--- config.mk ---
export PLATFORM = sky130hd
export DESIGN_NAME = cfg_lock_bank
export DESIGN_NICKNAME = d
export VERILOG_FILES = /design/src/rtl/cfg_bank_pkg.sv /design/src/rtl/cfg_rst_sync.sv /design/src/rtl/cfg_spare_reg.sv /design/src/rtl/cfg_guard_regs.sv /design/src/rtl/cfg_lock_bank.sv
export SDC_FILE = /design/constraint.sdc
export NUM_CORES = 1
export LEC_CHECK = 0
export ABC_AREA = 0
export CORE_ASPECT_RATIO = 1.1
export CORE_MARGIN = 4
export CORE_UTILIZATION = 30
export CTS_CLUSTER_DIAMETER = 40
export DETAILED_ROUTE_END_ITERATION = 16
export SYNTH_ARGS = -nofsm -noshare
export SYNTH_HDL_FRONTEND = slang
export SYNTH_SLANG_ARGS = --single-unit
--- constraint.sdc ---
create_clock -name clk -period 7.1 [get_ports clk]
set_input_delay 0.71 -clock clk [delete_from_list [all_inputs] [get_ports clk]]
set_output_delay 0.71 -clock clk [all_outputs]
set_load 0.005 [all_outputs]
--- src/rtl/cfg_bank_pkg.sv ---
package cfg_bank_pkg;
  localparam int unsigned DATA_W        = 32;
  localparam int unsigned ADDR_W        = 5;
  // word offsets
  localparam logic [ADDR_W-1:0] OFS_CFG    = 5'h00;
  localparam logic [ADDR_W-1:0] OFS_STAT   = 5'h02;
  localparam logic [ADDR_W-1:0] OFS_SPARE0 = 5'h10;
  localparam logic [ADDR_W-1:0] OFS_LOCK   = 5'h1C;
  localparam logic [ADDR_W-1:0] OFS_COMMIT = 5'h1E;
  // configuration bit positions
  localparam int unsigned BIT_PAIR_SWAP = 20;
  localparam int unsigned BIT_VEC_SWAP  = 12;
  localparam int unsigned BIT_UPD_PEND  = 0;
  // guard (lock / commit) bit positions
  localparam int unsigned GBIT_CFG      = 0;
  localparam int unsigned GBIT_SPARE0   = 8;
  // reset domains
  typedef enum logic [1:0] {DOM_SYS = 2'd0, DOM_EXT = 2'd1, DOM_POR = 2'd2} rst_dom_e;
  localparam int unsigned NUM_DOM = 3;
endpackage

--- src/rtl/cfg_rst_sync.sv ---
module cfg_rst_sync #(
  parameter int unsigned STAGES = 2
) (
  input  logic clk,
  input  logic rst_in_n,
  output logic rst_out_n
);
  logic [STAGES-1:0] sync_q;

  always_ff @(posedge clk or negedge rst_in_n) begin
    if (!rst_in_n) sync_q <= '0;
    else           sync_q <= {sync_q[STAGES-2:0], 1'b1};
  end

  assign rst_out_n = sync_q[STAGES-1];
endmodule

--- src/rtl/cfg_spare_reg.sv ---
module cfg_spare_reg #(
  parameter int unsigned WIDTH = 32
) (
  input  logic             clk,
  input  logic             rst_n,
  input  logic             wr_en,
  input  logic [WIDTH-1:0] wdata,
  output logic [WIDTH-1:0] q
);
  logic [WIDTH-1:0] d;

  always_comb begin
    d = q;
    if (wr_en) d = wdata;
  end

  always_ff @(posedge clk or negedge rst_n) begin
    if (!rst_n) q <= '0;
    else        q <= d;
  end
endmodule

--- src/rtl/cfg_guard_regs.sv ---
module cfg_guard_regs #(
  parameter int unsigned WIDTH = 32,
  parameter logic [WIDTH-1:0] MASK = '1
) (
  input  logic             clk,
  input  logic             rst_n,
  input  logic             lock_wr,
  input  logic             commit_wr,
  input  logic [WIDTH-1:0] wdata,
  output logic [WIDTH-1:0] lock_q,
  output logic [WIDTH-1:0] commit_q
);
  logic [WIDTH-1:0] lock_d;
  logic [WIDTH-1:0] commit_d;

  always_comb begin
    lock_d   = lock_q;
    commit_d = commit_q;
    if (lock_wr)
      lock_d = (wdata & MASK & ~commit_q) | (lock_q & commit_q);
    if (commit_wr)
      commit_d = commit_q | (wdata & MASK);
  end

  always_ff @(posedge clk or negedge rst_n) begin
    if (!rst_n) begin
      lock_q   <= '0;
      commit_q <= '0;
    end else begin
      lock_q   <= lock_d;
      commit_q <= commit_d;
    end
  end
endmodule

--- src/rtl/cfg_lock_bank.sv ---
module cfg_lock_bank
  import cfg_bank_pkg::*;
#(
  parameter int unsigned NUM_SPARE = 6,
  parameter int unsigned SYNC_STAGES = 2
) (
  input  logic                        clk,
  input  logic                        sys_rst_n,
  input  logic                        ext_rst_n,
  input  logic                        por_rst_n,
  input  logic [ADDR_W-1:0]           bus_addr,
  input  logic                        bus_we,
  input  logic [DATA_W-1:0]           bus_wdata,
  output logic [DATA_W-1:0]           bus_rdata,
  input  logic                        wp_open,
  input  logic                        sec_mismatch,
  output logic                        pair_swap,
  output logic                        vec_swap,
  output logic                        upd_pending,
  output logic [NUM_SPARE*DATA_W-1:0] spare_q
);
  localparam int unsigned PER_DOM = NUM_SPARE / NUM_DOM;
  localparam int unsigned GUARD_W = GBIT_SPARE0 + NUM_SPARE;
  localparam int unsigned SPARE_END = OFS_SPARE0 + 2 * NUM_SPARE;

  function automatic logic [DATA_W-1:0] guard_mask();
    logic [DATA_W-1:0] m;
    m = '0;
    m[GBIT_CFG] = 1'b1;
    for (int k = 0; k < NUM_SPARE; k++) m[GBIT_SPARE0 + k] = 1'b1;
    return m;
  endfunction
  localparam logic [DATA_W-1:0] GUARD_MASK = guard_mask();
  localparam logic [DATA_W-1:0] CFG_MASK =
    (DATA_W'(1) << BIT_PAIR_SWAP) | (DATA_W'(1) << BIT_VEC_SWAP) | (DATA_W'(1) << BIT_UPD_PEND);

  // reset synchronizers, one per domain
  logic [NUM_DOM-1:0] dom_rst_raw;
  logic [NUM_DOM-1:0] dom_rst_s;
  logic               sys_rst_s;
  assign dom_rst_raw[DOM_SYS] = sys_rst_n;
  assign dom_rst_raw[DOM_EXT] = ext_rst_n;
  assign dom_rst_raw[DOM_POR] = por_rst_n;

  for (genvar g = 0; g < NUM_DOM; g++) begin : g_sync
    cfg_rst_sync #(.STAGES(SYNC_STAGES)) i_sync (
      .clk       (clk),
      .rst_in_n  (dom_rst_raw[g]),
      .rst_out_n (dom_rst_s[g])
    );
  end
  assign sys_rst_s = dom_rst_s[DOM_SYS];

  // address decode
  logic                 hit_cfg, hit_stat, hit_lock, hit_commit, hit_spare;
  logic [ADDR_W-1:0]    spare_ofs;
  logic [NUM_SPARE-1:0] spare_sel;

  always_comb begin
    hit_cfg    = (bus_addr == OFS_CFG);
    hit_stat   = (bus_addr == OFS_STAT);
    hit_lock   = (bus_addr == OFS_LOCK);
    hit_commit = (bus_addr == OFS_COMMIT);
    hit_spare  = (32'(bus_addr) >= 32'(OFS_SPARE0)) && (32'(bus_addr) < SPARE_END) && !bus_addr[0];
    spare_ofs  = bus_addr - OFS_SPARE0;
    spare_sel  = '0;
    for (int k = 0; k < NUM_SPARE; k++)
      spare_sel[k] = hit_spare && (32'(spare_ofs[ADDR_W-1:1]) == k);
  end

  // lock and commit
  logic [DATA_W-1:0] guard_lock;
  logic [DATA_W-1:0] guard_commit;

  cfg_guard_regs #(.WIDTH(DATA_W), .MASK(GUARD_MASK)) i_guard (
    .clk       (clk),
    .rst_n     (sys_rst_s),
    .lock_wr   (bus_we && hit_lock),
    .commit_wr (bus_we && hit_commit),
    .wdata     (bus_wdata),
    .lock_q    (guard_lock),
    .commit_q  (guard_commit)
  );

  // configuration word
  logic [DATA_W-1:0] cfg_d, cfg_q;
  logic              cfg_wr;

  assign cfg_wr = bus_we && hit_cfg && wp_open && !guard_lock[GBIT_CFG];

  always_comb begin
    cfg_d = cfg_q;
    if (cfg_wr) cfg_d = bus_wdata & CFG_MASK;
  end

  always_ff @(posedge clk or negedge sys_rst_s) begin
    if (!sys_rst_s) cfg_q <= '0;
    else            cfg_q <= cfg_d;
  end

  // status view
  logic [DATA_W-1:0] stat_word;
  always_comb begin
    stat_word = '0;
    stat_word[BIT_PAIR_SWAP] = cfg_q[BIT_PAIR_SWAP] && !sec_mismatch;
    stat_word[BIT_VEC_SWAP]  = cfg_q[BIT_VEC_SWAP];
  end

  assign pair_swap   = stat_word[BIT_PAIR_SWAP];
  assign vec_swap    = cfg_q[BIT_VEC_SWAP];
  assign upd_pending = cfg_q[BIT_UPD_PEND];

  // spare words, paired per reset domain
  logic [DATA_W-1:0] spare_word [NUM_SPARE];

  for (genvar k = 0; k < NUM_SPARE; k++) begin : g_spare
    logic wr_k;
    assign wr_k = bus_we && spare_sel[k] && wp_open && !guard_lock[GBIT_SPARE0 + k];
    cfg_spare_reg #(.WIDTH(DATA_W)) i_spare (
      .clk   (clk),
      .rst_n (dom_rst_s[k / PER_DOM]),
      .wr_en (wr_k),
      .wdata (bus_wdata),
      .q     (spare_word[k])
    );
    assign spare_q[k*DATA_W +: DATA_W] = spare_word[k];
  end

  // read mux
  always_comb begin
    bus_rdata = '0;
    if (hit_cfg)    bus_rdata = cfg_q;
    if (hit_stat)   bus_rdata = stat_word;
    if (hit_lock)   bus_rdata = guard_lock;
    if (hit_commit) bus_rdata = guard_commit;
    for (int k = 0; k < NUM_SPARE; k++)
      if (spare_sel[k]) bus_rdata = spare_word[k];
  end

  logic unused_ok;
  assign unused_ok = ^{GUARD_W, spare_ofs[0]};
endmodule

# After elaboration in Yosys (flattened, before gate mapping)
# Cells that the tools add are included.
# word_totals
out_inout_bits	227
inputBits	44
reg_bits	265
wordCells	81
# op_classes
muxes	10
addsub	1
n_lt_le_gt_ge	2
eq_ne	8
bitwise	5
n_reduce_logical	43
# ops
cell	n
two-way mux 32 bit	8
two-way mux 21 bit	2
AND 14 x 32 -> 32 bit	1
AND 32 bit	1
logical AND 1 bit	32
inverter 32 bit	1
bitwise OR 32 x 14 -> 32 bit	1
bitwise OR 32 bit	1
equality test 5 bit (second input constant)	2
zero test 1 bit	9
equality test 4 x 2 -> 1 bit (second input constant)	2
equality test 4 x 3 -> 1 bit (second input constant)	2
equality test 5 x 2 -> 1 bit (second input constant)	1
>= comparator 5 bit (second input constant)	1
zero test 5 bit	1
less-than comparator 5 bit (second input constant)	1
subtractor 5 bit (second input constant)	1
equality test 4 x 1 -> 1 bit (second input constant)	1
zero test 4 bit	1

# Depth between registers and ports, before layout
# depth
depth_word	11
depth_mapped	7
ltp_nobuf	4

# Cells and area by module
# From an unflattened synthesis, not the netlist that was laid out.
# hier_totals
hier_cells	905
area_unflattened_um2	11866.4
# modules_own_cells
module	instances	seq_area_each_um2	cells_each	area_each_um2
cfg_spare_reg	6	800.8	68	1345.0
cfg_lock_bank	1	75.1	402	2696.3
cfg_guard_regs	1	350.3	86	938.4
cfg_rst_sync	3	50.0	3	53.8

# Least setup slack after synthesis
# Ideal clock, no wire load.
# synth_timing
path_type	input-to-output
startpoint	input port bus_addr[3]
endpoint	output port bus_rdata[29]
n_path_buf	3
t_arrival_ns	2.250
path_slack_ns	4.140
stages	7
cell_sequence	clkbuf_1 > or3_1 > buf_2 > nor3b_4 > clkbuf_1 > a21oi_1 > a211oi_1
# synth_between
elab_chain_len	10
word_cells_on_any_way	27
cone_classes	add/sub: 1; order compare: 2; eq/ne: 7; mux: 8; reduce/logical: 9
# synth_lines
element	line_no	rtl
start: declaration	cfg_lock_bank.sv:11	input logic [ADDR_W-1:0] bus_addr,
branches (longest 9 deep; another with subtractor 5 bit)	n/a	
two-way mux 32 bit *	cfg_lock_bank.sv:137	if (spare_sel[k]) bus_rdata = spare_word[k];
end: declaration	cfg_lock_bank.sv:14	output logic [DATA_W-1:0] bus_rdata,
# Every way passes the cells marked *.

# Worst setup path after layout
# layout_timing
startpoint	input port bus_addr[2]
endpoint	output port bus_rdata[5]
# layout_between
elab_chain_len	10
word_cells_on_any_way	29
cone_classes	add/sub: 1; order compare: 2; eq/ne: 8; mux: 9; reduce/logical: 9
# layout_lines
element	line_no
branches (longest 9 deep; another with subtractor 5 bit)	n/a
two-way mux 32 bit *	cfg_lock_bank.sv:137
# Marks and branches as above.

==> impl_metrics.ini <==
[outcome]
status = finished clean

[timing]
grt_setup_unrepaired = false
finalMaxSlewViolations = 0
skew_ns = 0.0128
max_slew_margin = 0.180
fmax_ghz = 0.199
period_minus_slack_ns = 5.02
worst_slew_pin_slew_ns = 1.22
tns_ns = 0
period_share = 0.707
finalHoldViolations = 0
setup_viol = 0

[clock_network]
clk_latency_ns = 0.52
root_buffer = clkbuf_16
ctsResizeCount = 0
h-tree-depth = 2
cts_max_path_buffers = 3
numCtsBuffers = 40
postCtsHoldBufs = 0
clock_sinks = 215
tritoncts = built
post_cts_buffers = 0
clk_pin_slew_ns = 0.05

[setup_path]
cp_max_fo = 22
r2r_cells = 3
cp-startpoint = bus_addr[2]
critPathCapture = bus_rdata[5]
r2r_slack_ns = 4.52
end_kind = output pin
r2r-end = g_spare[1].i_spare.q[25]
path_class = primary input to output pin
critPathArrivalTime_ns = 4.31
worstPathRequired_ns = 6.39
cp-start-kind = primary input

[synthesis]
postSynthCellCount = 730
ys_ff_latch = 215
yosysMostFrequentCell = dfrtp_1
synth_edf_count = 0
synth-warning-count = 0
ys_types = 45
synth_ff_type = dfrtp_1
synth.area.top_cells = dfrtp_1 (55%), mux2_2 (24%), a22oi_1 (3.3%)
async_reset_ff_frac = 1.00
synth_largest_area_cell = dfrtp_1
yosysSeqAreaShare = 0.552
syn_area_sq_um = 9750
avgSynthCellArea_sq_um = 13.4
synth_commonest_cells = dfrtp_1 (215), mux2_2 (210), a22oi_1 (43), nor2_1 (29), clkbuf_1 (27)
synth_top_area_share = 0.552

[layout]
stdcell_count = 1467
fin_nets = 1060
drive_gt1_frac = 0.304
fill_cells = 2900
antennaDiodeCount = 0
syn_to_final_growth_pct = 47.5
stdcell_area_sq_um = 14400

[floorplan]
io_pins = 271
die_w_um = 180
rows = 68
die_area_sq_um = 35400
die_y_um = 197
coreArea_sq_um = 31700
initial_utilization = 0.307

[global_routing]
overflow = 0
track_usage = 0.199
antenna_found_initial = 1
grt_pass1_vias = 8090
grt_max_degree = 65
grt_first_pass_wirelength_um = 54400

[pwr]
cellPowerDensity_nw_per_um2 = 293
ir_drop_v = 0.000165
p_sw_frac = 0.252
internal_power_mw = 3.15
p_clk_frac = 0.472
combPwrFrac = 0.157
seqPwrFrac = 0.371
leakage_nw = 6.26
p_sw_mw = 1.06

[drt]
first_iter_violations = 502
ant_nets = 0
num_vias = 7602
routed_via_density = 5.18
wl_per_cell_um = 24.8
wirelength_um = 36400
dr.pass1.iters = 5
drc = 0

[placement]
port_buffers = 270
dp_cells = 1394
place_congestion = 0.790
hpwlAfterDp_um = 24000
place_area_sq_um = 13000

[min_path]
min_path_type = flop to asynchronous set/reset pin

[job]
maxCapViolCount = 0
through the flow:
stage / hold slack [ns] / util / setup slack (ns) / power [mW]
floorplan: 0.331 / - / 4.14 / 1.77
global placement: 0.336 / 0.408 / 2.15 / 2.24
detailed placement: 0.339 / 0.408 / 2.12 / 2.25
CTS: 0.334 / 0.453 / 2.12 / 4.26
global route: 0.342 / 0.453 / 1.91 / 4.37
finish: 0.311 / 0.453 / 2.08 / 4.21
layout make-up:
class	instances	area, sq um	share of cell area
Clock buffer	47	1090	0.0758
Clock inverter	26	327	0.0227
Inverter	4	15.0	0.00104
Multi-Input combinational cell	465	4180	0.291
Sequential cell	215	5390	0.375
Tap cell	420	526	0.0366
Timing Repair Buffer	290	2850	0.198
routing by layer:
metal | GRT usage | share of wire | vias to the layer above
met5 | 0 | 0.00055 | -
li1 | - | - | 3325
met1 | 0.248 | 0.41 | 3915
met3 | 0.0543 | 0.067 | 68
met2 | 0.340 | 0.49 | 292
met4 | 0.0593 | 0.027 | 2
cells by family (layout without fill, tap and decap cells):
group                  after synthesis  in the layout  synth area share
AO/OA/AOI/OAI                      128            128            0.0991
multiplexers                       233            233             0.267
buffers and inverters               52            367            0.0244
flip-flops                         215            215             0.552
other                                1              3          0.000385
AND/OR/NAND/NOR                    101            101            0.0569
state kept, by name, indices dropped and copies added (netlist names), named ones only:
| signal | flops |
|---|---|
| cfg_q | 3 |
| g_spare.i_spare.q | 192 |
| g_sync.i_sync.sync_q | 6 |
| i_guard.commit_q | 7 |
worst min-delay path by stage:
stage / end / slack, ns / from
after floorplan: g_sync[0].i_sync.sync_q[1] / 0.33 / g_sync[0].i_sync.sync_q[0]
after global placement: g_sync[0].i_sync.sync_q[1] / 0.34 / g_sync[0].i_sync.sync_q[0]
final: g_spare[0].i_spare.q[19] / 0.31 / g_sync[0].i_sync.sync_q[1]
after global routing: g_sync[0].i_sync.sync_q[1] / 0.34 / sys_rst_n
after CTS: g_sync[0].i_sync.sync_q[1] / 0.33 / sys_rst_n
after detailed placement: g_spare[0].i_spare.q[19] / 0.34 / g_sync[0].i_sync.sync_q[1]
layout by cell type, fill, tap and decap left out, types with 8 or more instances in the layout:
cell,count
o21ai_0,11
clkdlybuf4s50_1,269
mux2_1,8
a2bb2oi_1,11
mux2i_1,15
clkinvlp_4,8
dfrtp_1,212
a211oi_1,8
nor2_1,26
and3_1,8
a22oi_1,43
o211ai_1,11
buf_4,20
nand2_1,20
clkbuf_16,42
a222oi_1,11
mux2_2,210
power by group through the flow:
stage                     registers, mW  clock network (mW)  logic (mW)
after floorplan                    1.55                   0       0.220
after global placement             1.58                   0       0.659
after detailed placement           1.58                   0       0.664
after CTS                          1.56                2.02       0.668
after global routing               1.59                2.08       0.705
final                              1.56                1.99       0.660
worst max-delay path, stage by stage:
cell and delay (ns):
clkdlybuf4s50_1 0.84, or3_1 0.70, nor3b_4 0.81, buf_4 0.36, a21oi_1 0.09, o22ai_1 0.17
clkdlybuf4s50_1 0.60
(Power assumes the default switching activity.)
